--- config.mk ---
export PLATFORM = sky130hd
export DESIGN_NAME = byte_strobe_gen
export DESIGN_NICKNAME = d
export VERILOG_FILES = /design/src/rtl/bsg_pkg.sv /design/src/rtl/bsg_ctrl.sv /design/src/rtl/bsg_datapath.sv /design/src/rtl/byte_strobe_gen.sv
export SDC_FILE = /design/constraint.sdc
export NUM_CORES = 1
export LEC_CHECK = 0
export ABC_CLOCK_PERIOD_IN_PS = 4900
export BUFFER_PORTS_ARGS = -buffer_cell sky130_fd_sc_hd__buf_2
export CAP_MARGIN = 20
export CORE_ASPECT_RATIO = 1.75
export CORE_MARGIN = 2
export CORE_UTILIZATION = 55
export CTS_CLUSTER_SIZE = 12
export DETAILED_ROUTE_END_ITERATION = 12
export PLACE_DENSITY = 0.76
export SLEW_MARGIN = 25
export SYNTH_ARGS = -nofsm -noshare
export SYNTH_HDL_FRONTEND = slang
export SYNTH_SLANG_ARGS = --single-unit
--- constraint.sdc ---
create_clock -name clk -period 4.9 [get_ports clk]
set_input_delay 0.735 -clock clk [delete_from_list [all_inputs] [get_ports clk]]
set_output_delay 0.735 -clock clk [all_outputs]
set_load 0.005 [all_outputs]
--- src/rtl/bsg_pkg.sv ---
package bsg_pkg;
  // Per-cycle control handed from the strobe/framing logic to the datapath
  typedef struct packed {
    logic tick;       // accumulator carried out this cycle
    logic slotValid;  // the slot being issued belongs to the data part
  } bsgCtrl_t;
endpackage

--- src/rtl/bsg_ctrl.sv ---
module bsg_ctrl
  import bsg_pkg::*;
#(
  parameter int ACC_W     = 32,
  parameter int FRAME_LEN = 204,
  parameter int VALID_LEN = 188
) (
  input  logic             clk,
  input  logic             rst,
  input  logic [ACC_W-1:0] freqWord,
  output bsgCtrl_t         ctrl
);
  localparam int SLOT_W = $clog2(FRAME_LEN);
  localparam logic [SLOT_W-1:0] LAST_SLOT  = SLOT_W'(FRAME_LEN - 1);
  localparam logic [SLOT_W-1:0] DATA_SLOTS = SLOT_W'(VALID_LEN);

  logic [ACC_W-1:0]  phaseAcc;
  logic [ACC_W:0]    phaseSum;
  logic [SLOT_W-1:0] slotIdx;

  // Add with carry out; the carry is the byte tick
  assign phaseSum = {1'b0, phaseAcc} + {1'b0, freqWord};

  always_ff @(posedge clk) begin
    if (rst) begin
      phaseAcc <= '0;
    end else begin
      phaseAcc <= phaseSum[ACC_W-1:0];
    end
  end

  // slotIdx names the slot that the next tick will issue
  always_ff @(posedge clk) begin
    if (rst) begin
      slotIdx <= '0;
    end else if (phaseSum[ACC_W]) begin
      slotIdx <= (slotIdx == LAST_SLOT) ? '0 : slotIdx + 1'b1;
    end
  end

  always_comb begin
    ctrl.tick      = phaseSum[ACC_W];
    ctrl.slotValid = (slotIdx < DATA_SLOTS);
  end
endmodule

--- src/rtl/bsg_datapath.sv ---
module bsg_datapath
  import bsg_pkg::*;
#(
  parameter int DATA_W     = 8,
  parameter int FIFO_DEPTH = 16
) (
  input  logic              clk,
  input  logic              rst,
  input  bsgCtrl_t          ctrl,
  input  logic [DATA_W-1:0] wrData,
  input  logic              wrEn,
  output logic              wrReady,
  output logic              byteEn,
  output logic              dataValid,
  output logic [DATA_W-1:0] dataOut,
  output logic              underflow
);
  localparam int PTR_W = (FIFO_DEPTH > 1) ? $clog2(FIFO_DEPTH) : 1;
  localparam int CNT_W = $clog2(FIFO_DEPTH + 1);
  localparam logic [PTR_W-1:0] LAST_PTR = PTR_W'(FIFO_DEPTH - 1);
  localparam logic [CNT_W-1:0] FULL_CNT = CNT_W'(FIFO_DEPTH);

  logic [DATA_W-1:0] fifoMem [FIFO_DEPTH];
  logic [PTR_W-1:0]  wrPtr, rdPtr;
  logic [CNT_W-1:0]  fillCnt;
  logic              fifoFull, fifoEmpty, doPush, doPop, starved;

  assign fifoFull  = (fillCnt == FULL_CNT);
  assign fifoEmpty = (fillCnt == '0);
  assign wrReady   = !fifoFull;
  assign doPush    = wrEn && !fifoFull;
  assign doPop     = ctrl.tick && ctrl.slotValid && !fifoEmpty;
  assign starved   = ctrl.tick && ctrl.slotValid && fifoEmpty;

  function automatic logic [PTR_W-1:0] bumpPtr(input logic [PTR_W-1:0] p);
    return (p == LAST_PTR) ? '0 : p + 1'b1;
  endfunction

  always_ff @(posedge clk) begin
    if (doPush) fifoMem[wrPtr] <= wrData;
  end

  always_ff @(posedge clk) begin
    if (rst) begin
      wrPtr   <= '0;
      rdPtr   <= '0;
      fillCnt <= '0;
    end else begin
      if (doPush) wrPtr <= bumpPtr(wrPtr);
      if (doPop)  rdPtr <= bumpPtr(rdPtr);
      fillCnt <= fillCnt + CNT_W'(doPush) - CNT_W'(doPop);
    end
  end

  // Output stage: loads only on a tick, holds otherwise
  always_ff @(posedge clk) begin
    if (rst) begin
      byteEn    <= 1'b0;
      dataValid <= 1'b0;
      dataOut   <= '0;
      underflow <= 1'b0;
    end else begin
      byteEn    <= ctrl.tick;
      underflow <= starved;
      if (ctrl.tick) begin
        dataValid <= ctrl.slotValid;
        dataOut   <= doPop ? fifoMem[rdPtr] : '0;
      end
    end
  end
endmodule

--- src/rtl/byte_strobe_gen.sv ---
module byte_strobe_gen
  import bsg_pkg::*;
#(
  parameter int ACC_W      = 32,
  parameter int DATA_W     = 8,
  parameter int FIFO_DEPTH = 16,
  parameter int FRAME_LEN  = 204,
  parameter int VALID_LEN  = 188
) (
  input  logic              clk,
  input  logic              rst,
  input  logic [ACC_W-1:0]  freqWord,
  input  logic [DATA_W-1:0] wrData,
  input  logic              wrEn,
  output logic              wrReady,
  output logic              byteEn,
  output logic              dataValid,
  output logic [DATA_W-1:0] dataOut,
  output logic              underflow
);
  bsgCtrl_t ctrlBus;

  bsg_ctrl #(
    .ACC_W(ACC_W), .FRAME_LEN(FRAME_LEN), .VALID_LEN(VALID_LEN)
  ) u_ctrl (
    .clk(clk), .rst(rst), .freqWord(freqWord), .ctrl(ctrlBus)
  );

  bsg_datapath #(
    .DATA_W(DATA_W), .FIFO_DEPTH(FIFO_DEPTH)
  ) u_dp (
    .clk(clk), .rst(rst), .ctrl(ctrlBus),
    .wrData(wrData), .wrEn(wrEn), .wrReady(wrReady),
    .byteEn(byteEn), .dataValid(dataValid), .dataOut(dataOut),
    .underflow(underflow)
  );
endmodule

==> reports/qor.yml, run 1 <==
clocking:
  clk_path_buf_depth: 2
  cts_root_buf: "clkbuf_16"
  cts_max_level: 4
  postCtsSetupRepairBufs: 0
  clk_latency_ns: 0.43
  cts_tree: "yes"
  ctsHoldBuffers: 0
  cts_buffers: 17
  ctsResizeCount: 0
  cts_sinks: 196
  cts.clk_slew.worst_paths_ns: 0.08
floorplan:
  core_mm2: 0.01629
  die_w_um: 101.2
  num_rows: 62
  die-area_mm2: 0.01760
  initial_core_util: 0.5577
  die_y_um: 174.0
  ios: 55
route:
  drc: 0
  avgRoutedWirePerCell_um: 19.98
  routed_via_density: 6.099
  wirelength_um: 18780
  postRouteAntennaNets: 0
  vias: 5733
  drt-initial-drc-count: 370
  firstDrtPassIters: 4
synthesis:
  synth_top_area_frac: 0.4231
  ys_seq_area_frac: 0.5729
  synth-edff-count: 128
  synth_area_leaders: "edfxtp_1 42%, dfxtp_1 15%, mux4_2 9.9%, ha_1 6.1%, a21oi_1 2.5%"
  synth_nets: 769
  synth_area_per_cell_um2: 13.36
  ys.flop_type: "edfxtp_1"
  synth_cell_types: 62
  syn_inst: 680
  ys_warn_count: 0
  async_flop_share: 0
  synth_seq_cells: 196
  yosysTopAreaCell: "edfxtp_1"
  synth_area_mm2: 0.009085
power_and_ir_drop:
  power_density_mw_per_mm2: 495.4
  irDropWorstVdd_v: 0.0002820
  p_leak_nw: 3.815
global_routing:
  grt_pass1_vias: 6086
  grtUsageTotal: 0.2264
  antenna_found_initial: 0
  use_met1: 0.2398
  grt_max_degree: 42
  met2_usage: 0.4316
  use_met3: 0.03619
  overflow: 0
  gr-max-usage-layer: "met2"
  grt_pass1_wl_um: 30600
sta:
  rsz0062_at_grt: "false"
  post-route-period-util: 0.8237
  holdWs_ns: 0.4726
  finalMaxSlewViolations: 0
  fmax_mhz: 247.8
  tns_ns: 0
  fin_crit_ns: 4.036
  hold_viol: 0
  finalSetupViolations: 0
  relSlewSlack: 0.3457
  fin_worst_skew_ns: 0.01380
  worstMarginPinSlew_ns: 0.9778
setup_path:
  end_kind: "flop"
  cp_max_fo: 9
  rr_endpoint: "u_dp.fillCnt[4]$_SDFF_PP0_"
  cp_slowest_cell: "fa_1"
  critPathRequiredTime_ns: 5.25
  cp_common_cell: "inv_1"
  cp.arrival_ns: 4.39
  r2r_cells: 19
  cp_num_buf_inv: 5
  start_kind: "primary input"
  path_delay_family: "adder cells"
  r2r_start: "u_ctrl.phaseAcc[0]$_SDFF_PP0_"
  critical_path_class: "in2reg"
  r2r_setup_slack_ns: 0.97
  slowest_delay_ns: 0.44
  crit_chain: "buf_2 > ha_1 > fa_1 > a21oi_1 > o211ai_2 > a32oi_1 > or4_4 > nand4_4 > nand4_4 > inv_1 > ha_1 > inv_1 > ha_1 > inv_1 > fa_1 > inv_1 > a21oi_1 > nor2_1 > or3_1 > a21oi_1"
worst_hold_path:
  worstHoldStart: "u_dp.dataOut[3]$_SDFFE_PP0P_"
  hold_depth: 1
  hold_end: "u_dp.dataOut[3]$_SDFFE_PP0P_"
  holdCritPathClass: "reg2reg"
layout:
  area_growth_pct: 11.91
  diodes: 0
  drive_gt1_frac: 0.2139
  nFillCells: 1226
  final_cell_mix: "128 x edfxtp_1, 67 x dfxtp_1, 55 x nor2_1"
  final_area_mm2: 0.01017
  fin_util: 0.6241
  fin_nets: 824
  mostFrequentLayoutCell: "edfxtp_1"
  final_cells: 940
status:
  status: "completed"
place:
  hpwl_um: 13470
  place_area_mm2: 0.009557
  gp_congestion: 0.8586
  dp.cells: 908
  io_buffers: 54
run:
  maxCapViolations: 0
==> layer usage <==
| layer | wire, um | vias up |
|---|---|---|
| met1 | 6704 | 2842 |
| met4 | 521 | 0 |
| met5 | 0 | - |
| met3 | 620 | 40 |
| li1 | - | 2690 |
| met2 | 10930 | 161 |
==> power by group <==
part           switching, mW  leakage [nW]  internal [mW]
clock                  0.684         0.296          0.692
sequential             0.113          1.72           1.95
combinational          0.889          1.80          0.712
total                   1.69          3.82           3.35
==> through the flow <==
stage	power (mW)	worst slack [ns]
floorplan	3.321	0.9830
global placement	3.613	0.5923
detailed placement	3.678	0.4572
CTS	5.061	0.8731
global route	5.342	0.6473
finish	5.037	0.8638
==> area by class of cell <==
type                    instances  area (um^2)  share of cell area
clock buffers                  17        425.4             0.04184
inverters                      29        108.9             0.01071
well taps                     192        240.2             0.02363
flip-flops and latches        196         5209              0.5123
multi-input cells             427         3654              0.3593
repair buffers                 64        345.3             0.03396
clock inverters                15        185.2             0.01821
==> Yosys cell counts, types with 4 or more instances <==
| cell | instances |
|---|---|
| edfxtp_1 | 128 |
| dfxtp_1 | 68 |
| nor2_1 | 55 |
| a21oi_1 | 45 |
| ha_1 | 44 |
| mux4_2 | 40 |
| inv_1 | 29 |
| nand2_1 | 29 |
| clkbuf_1 | 21 |
| o21ai_0 | 21 |
| a21o_1 | 17 |
| xor2_1 | 17 |
| nor3_1 | 15 |
| xnor2_1 | 13 |
| nor2b_1 | 9 |
| nand3_1 | 8 |
| o21a_1 | 8 |
| o2bb2ai_2 | 8 |
| and2_1 | 7 |
| a31oi_1 | 6 |
| mux2i_1 | 6 |
| nand4_1 | 6 |
| nor4_1 | 6 |
| or3_1 | 6 |
| a211oi_1 | 5 |
| buf_2 | 4 |
| o21bai_1 | 4 |
==> worst max-delay path by stage <==
stage / slack, ns / end / from / cells after the start
global placement: 0.59 / u_dp.fillCnt[4]$_SDFF_PP0_ / freqWord[0] / 20
global route: 0.65 / u_dp.fillCnt[4]$_SDFF_PP0_ / freqWord[0] / 20
CTS: 0.87 / u_dp.fillCnt[4]$_SDFF_PP0_ / freqWord[0] / 20
floorplan: 0.98 / u_dp.fillCnt[4]$_SDFF_PP0_ / freqWord[0] / 19
finish: 0.86 / u_dp.fillCnt[4]$_SDFF_PP0_ / freqWord[0] / 20
detailed placement: 0.46 / u_dp.fillCnt[4]$_SDFF_PP0_ / freqWord[0] / 20
==> cell families after synthesis <==
family | after synthesis | synth area share
and+or+nand+nor | 165 | 0.09351
xor gates and xnor gates | 30 | 0.02892
AOI/OAI and AO/OA | 137 | 0.1052
buffers and inverters | 57 | 0.02493
DFF | 196 | 0.5729
adders and majority gates | 46 | 0.06501
muxes | 49 | 0.1095
==> worst register-to-register path: stages, from the launching register on <==
cell and delay, ns:
dfxtp_1 0.31, ha_1 0.21, fa_1 0.44, a21oi_1 0.24
o211ai_2 0.19, a32oi_1 0.35, or4_4 0.20, nand4_4 0.15
nand4_4 0.20, inv_1 0.06, ha_1 0.27, inv_1 0.04
ha_1 0.18, inv_1 0.07, fa_1 0.20, inv_1 0.05
a21oi_1 0.12, nor2_1 0.07, or3_1 0.35, a21oi_1 0.15
==> registers in the layout, summed over array words and instances (netlist names), named ones only <==
name             count
u_dp.byteEn          1
u_dp.fillCnt         5
u_dp.rdPtr           4
u_ctrl.slotIdx       8
u_dp.wrPtr           4
u_dp.dataValid       1
u_dp.underflow       1
u_dp.fifoMem       128
u_dp.dataOut         8
u_ctrl.phaseAcc     32
(Power assumes the default switching activity.)
==> inputs of run 2 (changes only) <==
--- a/config.mk
+++ b/config.mk
@@ -5,7 +5,7 @@
 export SDC_FILE = /design/constraint.sdc
 export NUM_CORES = 1
 export LEC_CHECK = 0
-export ABC_CLOCK_PERIOD_IN_PS = 4900
+export ABC_CLOCK_PERIOD_IN_PS = 3650
 export BUFFER_PORTS_ARGS = -buffer_cell sky130_fd_sc_hd__buf_2
 export CAP_MARGIN = 20
 export CORE_ASPECT_RATIO = 1.75
@@ -13,7 +13,7 @@
 export CORE_UTILIZATION = 55
 export CTS_CLUSTER_SIZE = 12
 export DETAILED_ROUTE_END_ITERATION = 12
-export PLACE_DENSITY = 0.76
+export PLACE_DENSITY = 0.79
 export SLEW_MARGIN = 25
 export SYNTH_ARGS = -nofsm -noshare
 export SYNTH_HDL_FRONTEND = slang
==> constraint.sdc (replaced) <==
create_clock -name clk -period 3.65 [get_ports clk]
set_input_delay 0.5475 -clock clk [delete_from_list [all_inputs] [get_ports clk]]
set_output_delay 0.5475 -clock clk [all_outputs]
set_load 0.005 [all_outputs]
==> run 2 against run 1 <==
Via count rose by 2.8%. Die area did not move. Hold slack got worse by 0.0024 ns. Critical path depth fell by 1. Clock skew fell by 0.0026 ns. Power rose by 41%. Sequential share of layout area fell by 1.6 points. Global-route usage rose by 0.21 points. First-iteration DRC count fell by 1.9%.
==> reports/qor.yml, run 2 (synthesis results as in run 1) <==
route:
  firstDrtPassIters: 5  # was 4
  wirelength_um: 19230  # was 18780 um
  postRouteAntennaNets: 0  # unchanged
  routed_via_density: 6.041  # was 6.099
  drt-initial-drc-count: 363  # was 370
  vias: 5896  # was 5733
  avgRoutedWirePerCell_um: 19.71  # was 19.98 um
  drc: 0  # unchanged
power_and_ir_drop:
  p_int_mw: 4.820  # was 3.351 mW
  p_comb_frac: 0.343  # was 0.318
  fin_total_pwr_mw: 7.108  # was 5.037 mW
  p_leak_nw: 4.003  # was 3.815 nW
  irDropWorstVdd_v: 0.0003625  # was 0.0002820 V
  clockPowerShare: 0.271  # was 0.273
  power_density_mw_per_mm2: 677.0  # was 495.4 mW/mm^2
  seq_power_share: 0.386  # was 0.409
  sw_frac_of_total: 0.3220  # was 0.3347
  switching_power_mw: 2.289  # was 1.686 mW
layout:
  largest_reg_flops: 128  # unchanged
  fin_util: 0.6445  # was 0.6241
  fin_nets: 860  # was 824
  diodes: 0  # unchanged
  nFillCells: 1192  # was 1226
  area_growth_pct: 15.56  # was 11.91%
  mostFrequentLayoutCell: "edfxtp_1"  # unchanged
  final_cells: 976  # was 940
  final_cell_mix: "128 x edfxtp_1, 67 x dfxtp_1, 55 x nor2_1"  # unchanged
  largest_registers: "u_dp.fifoMem (128), u_ctrl.phaseAcc (32)"  # unchanged
  drive_gt1_frac: 0.2628  # was 0.2139
  largest_register: "u_dp.fifoMem"  # unchanged
  ff_latch_area_mm2: 0.005206  # was 0.005209 mm^2
  multi_input_area_mm2: 0.003701  # was 0.003654 mm^2
place:
  dp.cells: 942  # was 908
  io_buffers: 54  # unchanged
  hpwl_um: 14010  # was 13470 um
  place_ws_ns: -0.3091  # was 0.4572 ns
  gp_congestion: 0.8793  # was 0.8586
setup_path:
  cp_num_buf_inv: 4  # was 5
  critical_path_class: "reg2reg"  # was in2reg
  r2r_setup_slack_ns: 0.16  # was 0.97 ns
  start_kind: "flop"  # was primary input
  cp_slowest_cell: "fa_2"  # was fa_1
  end_kind: "flop"  # unchanged
  crit_chain: "ha_2 > fa_2 > a21oi_2 > o211ai_2 > a32oi_2 > or4_4 > nand4_4 > nand4_4 > inv_1 > ha_1 > inv_1 > ha_1 > inv_1 > fa_2 > inv_1 > a21oi_2 > nor2_1 > or3_1 > a21oi_2"  # was buf_2 > ha_1 > fa_1 > a21oi_1 > o211ai_2 > a32oi_1 > or4_4 > nand4_4 > nand4_4 > inv_1 > ha_1 > inv_1 > ha_1 > inv_1 > fa_1 > inv_1 > a21oi_1 > nor2_1 > or3_1 > a21oi_1
  slowest_delay_ns: 0.41  # was 0.44 ns
  cp_max_fo: 3  # was 9
  path_delay_family: "adder cells"  # unchanged
  cp_common_cell: "inv_1"  # unchanged
  cp.arrival_ns: 3.84  # was 4.39 ns
  critPathRequiredTime_ns: 4.01  # was 5.25 ns
global_routing:
  grt_max_degree: 45  # was 42
  grt_pass1_wl_um: 30730  # was 30600 um
  antenna_found_initial: 0  # unchanged
  grtUsageTotal: 0.2285  # was 0.2264
  overflow: 0  # unchanged
  grt_pass1_vias: 6287  # was 6086
floorplan:
  initial_core_util: 0.5577  # unchanged
  die_y_um: 174.0  # unchanged
  num_rows: 62  # unchanged
  die-area_mm2: 0.01760  # unchanged
  ios: 55  # unchanged
  core_mm2: 0.01629  # unchanged
  die_w_um: 101.2  # unchanged
clocking:
  ctsHoldBuffers: 0  # unchanged
  cts.clk_slew.worst_paths_ns: 0.08  # about the same
  clk_path_buf_depth: 2  # unchanged
  cts_sinks: 196  # unchanged
  cts_root_buf: "clkbuf_16"  # unchanged
  cts_buffers: 17  # unchanged
  clk_latency_ns: 0.43  # about the same
  cts_max_level: 4  # unchanged
  cts_tree: "yes"  # unchanged
sta:
  post-route-period-util: 0.9554
  fmax_mhz: 286.8
  fin_worst_skew_ns: 0.01117  # was 0.01380 ns
  finalSetupViolations: 0  # unchanged
  finalMaxSlewViolations: 0  # unchanged
  setup_ws_ns: 0.1627  # was 0.8638 ns
  relSlewSlack: 0.3165  # was 0.3457
  worstMarginPinSlew_ns: 1.022  # was 0.9778 ns
  fin_crit_ns: 3.487
  hold_viol: 0  # unchanged
run:
  maxCapViolations: 0  # unchanged
worst_hold_path:
  holdCritPathClass: "reg2reg"  # unchanged
status:
  status: "completed"  # unchanged
[run 2: cell types whose count changed in the layout (fill, tap and decap cells not counted), moves of 3 or more]
cell	before	now
nor3_1	15	11
nor3_2	0	4
inv_8	2	5
a21oi_1	45	42
clkinv_8	7	1
buf_4	10	45
a21oi_2	0	3
[run 2: metrics by stage]
stage          hold slack (ns)  area (um^2)  TNS (ns)
2_1_floorplan           0.4669         9089         0
4_1_cts                 0.4414        10460         0
3_5_place_dp            0.4532         9846   -0.4614
5_1_grt                 0.4933        10500  -0.01378
3_3_place_gp            0.4532         9846   -0.2527
6_report                0.4702        10500         0
[run 2: power by group through the flow]
stage	clock network [mW]	registers (mW)	logic, mW
final	1.93	2.74	2.44
after global routing	2.03	2.77	2.71
after CTS	1.96	2.75	2.41
after detailed placement	0	2.80	2.39
after global placement	0	2.78	2.29
after floorplan	0	2.74	1.72
[run 2: area by class of cell]
type / instances / share of cell area
clock buffer: 18 / 0.04088
sequential: 196 / 0.4959
tap: 192 / 0.02288
inverter: 29 / 0.01037
multi-input combinational: 427 / 0.3525
timing repair buffer: 100 / 0.05983
clock inverter: 14 / 0.01764
[run 2: final timing paths]
path                                 start                      endpoint  cells after the start
min reg2reg   u_dp.dataOut[6]$_SDFFE_PP0P_  u_dp.dataOut[6]$_SDFFE_PP0P_                      1
max reg2reg  u_ctrl.phaseAcc[0]$_SDFF_PP0_    u_dp.fillCnt[4]$_SDFF_PP0_                     19
max          u_ctrl.phaseAcc[0]$_SDFF_PP0_    u_dp.fillCnt[4]$_SDFF_PP0_                     19
min           u_dp.dataOut[6]$_SDFFE_PP0P_  u_dp.dataOut[6]$_SDFFE_PP0P_                      1
[run 2: metal layers]
layer,part of all wire,wire (um),vias to the layer above,global-route usage
met3,0.033,643,29,0.03900
met1,0.35,6797,2943,0.2360
met2,0.60,11460,155,0.4440
met5,0,0,-,0
li1,-,-,2769,-
met4,0.017,331,0,0.08221
[run 2: worst register-to-register path, stage by stage (launching register included)]
cell and delay [ns]:
dfxtp_1 0.31, ha_2 0.19, fa_2 0.41, a21oi_2 0.18, o211ai_2 0.13, a32oi_2 0.29
or4_4 0.18, nand4_4 0.12, nand4_4 0.11, inv_1 0.05, ha_1 0.26, inv_1 0.04
ha_1 0.18, inv_1 0.08, fa_2 0.19, inv_1 0.05, a21oi_2 0.11, nor2_1 0.06
or3_1 0.36, a21oi_2 0.12
[run 2: repair_timing]
item	4_1_cts	5_1_grt
endpoints found under the setup margin	0	1
endpoints found under the hold margin	0	0
resized for setup	0	8
buffers inserted	0	2
==> inputs of run 3 (changes only) <==
--- a/config.mk
+++ b/config.mk
@@ -13,7 +13,8 @@
 export CORE_UTILIZATION = 55
 export CTS_CLUSTER_SIZE = 12
 export DETAILED_ROUTE_END_ITERATION = 12
-export PLACE_DENSITY = 0.79
+export PLACE_DENSITY = 0.76
+export RECOVER_POWER = 50
 export SLEW_MARGIN = 25
 export SYNTH_ARGS = -nofsm -noshare
 export SYNTH_HDL_FRONTEND = slang
==> run 3 against run 2 <==
Hold slack got worse by 0.019 ns. Via count grew 0.53%. Design area down 0.57%. Largest cell class unchanged. Register-to-register slack better by 0.05 ns. Fmax rose by 1.5%.
==> reports/qor.yml, run 3 (synthesis results as in run 1) <==
status:
  status: "completed"  # unchanged
power_and_ir_drop:
  p_leak_nw: 3.936  # was 4.003 nW
  power_density_mw_per_mm2: 672.8  # was 677.0 mW/mm^2
  fin_total_pwr_mw: 7.023  # was 7.108 mW
  irDropWorstVdd_v: 0.0003776  # was 0.0003625 V
layout:
  area_growth_pct: 14.90  # was 15.56%
  largest_reg_flops: 128  # unchanged
  nFillCells: 1206  # was 1192
  drive_gt1_frac: 0.2348  # was 0.2628
  fin_nets: 864  # was 860
  final_cell_mix: "128 x edfxtp_1, 67 x dfxtp_1, 55 x nor2_1"  # unchanged
  mostFrequentLayoutCell: "edfxtp_1"  # unchanged
  largest_registers: "u_dp.fifoMem (128), u_ctrl.phaseAcc (32)"  # unchanged
  largest_register: "u_dp.fifoMem"  # unchanged
  final_cells: 980  # was 976
  diodes: 0  # unchanged
setup_path:
  start_kind: "flop"  # unchanged
  end_kind: "flop"  # unchanged
  critPathRequiredTime_ns: 4.00  # was 4.01 ns
  critical_path_class: "reg2reg"  # unchanged
  cp_max_fo: 2  # was 3
  cp.arrival_ns: 3.78  # was 3.84 ns
clocking:
  clk_latency_ns: 0.43  # about the same
  cts_root_buf: "clkbuf_16"  # unchanged
  clk_path_buf_depth: 2  # unchanged
  cts_tree: "yes"  # unchanged
  ctsHoldBuffers: 0  # unchanged
  cts_buffers: 17  # unchanged
  cts_max_level: 4  # unchanged
  cts.clk_slew.worst_paths_ns: 0.07  # was 0.08 ns
  cts_sinks: 196  # unchanged
route:
  firstDrtPassIters: 5  # unchanged
  wirelength_um: 19330  # was 19230 um
  vias: 5927  # was 5896
  drt-initial-drc-count: 396  # was 363
  postRouteAntennaNets: 0  # unchanged
  drc: 0  # unchanged
  avgRoutedWirePerCell_um: 19.72  # was 19.71 um
  routed_via_density: 6.048  # was 6.041
floorplan:
  ios: 55  # unchanged
  die_w_um: 101.2  # unchanged
  core_mm2: 0.01629  # unchanged
  die-area_mm2: 0.01760  # unchanged
  die_y_um: 174.0  # unchanged
  initial_core_util: 0.5577  # unchanged
  num_rows: 62  # unchanged
global_routing:
  grt_pass1_wl_um: 31010  # was 30730 um
  grtUsageTotal: 0.2303  # was 0.2285
  overflow: 0  # unchanged
  antenna_found_initial: 0  # unchanged
  grt_max_degree: 41  # was 45
  grt_pass1_vias: 6285  # was 6287
sta:
  post-route-period-util: 0.9410  # was 0.9554
  worstMarginPinSlew_ns: 0.9602  # was 1.022 ns
  hold_viol: 0  # unchanged
  fin_crit_ns: 3.435  # was 3.487 ns
  fin_worst_skew_ns: 0.01392  # was 0.01117 ns
  relSlewSlack: 0.3564  # was 0.3165
  finalSetupViolations: 0  # unchanged
  fmax_mhz: 291.2  # was 286.8 MHz
  finalMaxSlewViolations: 0  # unchanged
place:
  hpwl_um: 14180  # was 14010 um
  gp_congestion: 0.8734  # was 0.8793
  dp.cells: 947  # was 942
  io_buffers: 54  # unchanged
worst_hold_path:
  holdCritPathClass: "in2reg"  # was reg2reg
run:
  maxCapViolations: 0  # unchanged
## run 3: final cells by class
cell class | instances | area, um^2 | share of cell area
Multi-Input combinational cell | 427 | 3684 | 0.3529
Clock inverter | 13 | 140.1 | 0.01342
Timing Repair Buffer | 104 | 606.8 | 0.05813
Sequential cell | 196 | 5206 | 0.4987
Tap cell | 192 | 240.2 | 0.02301
Clock buffer | 19 | 452.9 | 0.04339
Inverter | 29 | 108.9 | 0.01043
## run 3: worst max-delay path, stage by stage, from the launching register on
cell and delay (ns):
dfxtp_1 0.31, ha_1 0.20, fa_2 0.37, a21oi_2 0.18
o211ai_2 0.14, a32oi_2 0.29, or4_4 0.18, nand4_4 0.12
nand4_4 0.11, inv_1 0.05, ha_1 0.26, inv_1 0.04
ha_1 0.18, inv_1 0.07, fa_1 0.18, inv_1 0.04
a21oi_1 0.11, nor2_1 0.06, or3_1 0.34, a21oi_1 0.14
## run 3: path summary, 6_finish.rpt
check / cells past startpoint / startpoint / end / slack [ns]
worst min-delay path: 3 / freqWord[0] / u_ctrl.phaseAcc[0]$_SDFF_PP0_ / 0.45
worst min register to register: 1 / u_dp.dataOut[6]$_SDFFE_PP0P_ / u_dp.dataOut[6]$_SDFFE_PP0P_ / 0.47
worst max register to register: 19 / u_ctrl.phaseAcc[0]$_SDFF_PP0_ / u_dp.fillCnt[4]$_SDFF_PP0_ / 0.22
worst max-delay path: 19 / u_ctrl.phaseAcc[0]$_SDFF_PP0_ / u_dp.fillCnt[4]$_SDFF_PP0_ / 0.22
## run 3: layer usage
layer / up-vias / wire [um] / GRT usage
li1: 2782 / - / -
met5: - / 0 / 0
met1: 2898 / 6818 / 0.2451
met4: 0 / 666 / 0.09910
met3: 55 / 798 / 0.03579
met2: 192 / 11040 / 0.4346
## run 3: metrics by stage
step	util	hold WS, ns	TNS (ns)	worst slack, ns	area (um^2)
6_report	0.6408	0.4517	0	0.2155	10440
3_5_place_dp	0.6056	0.4592	-0.3993	-0.2437	9866
2_1_floorplan	-	0.4669	0	0.001875	9089
5_1_grt	0.6408	0.4804	-0.0004565	-0.0004565	10440
3_3_place_gp	0.6056	0.4543	-0.2659	-0.1788	9866
4_1_cts	0.6420	0.4433	0	0.09969	10460
## run 3: timing repair
item,4_1_cts,5_1_grt
resized for setup,0,3
setup buffers,0,1
setup endpoints to repair,0,1
## run 3: power by group
part	internal, mW	switching, mW	total [mW]
clock	1.00	0.835	1.84
combinational	1.14	1.30	2.44
sequential	2.62	0.129	2.74
total	4.75	2.27	7.02
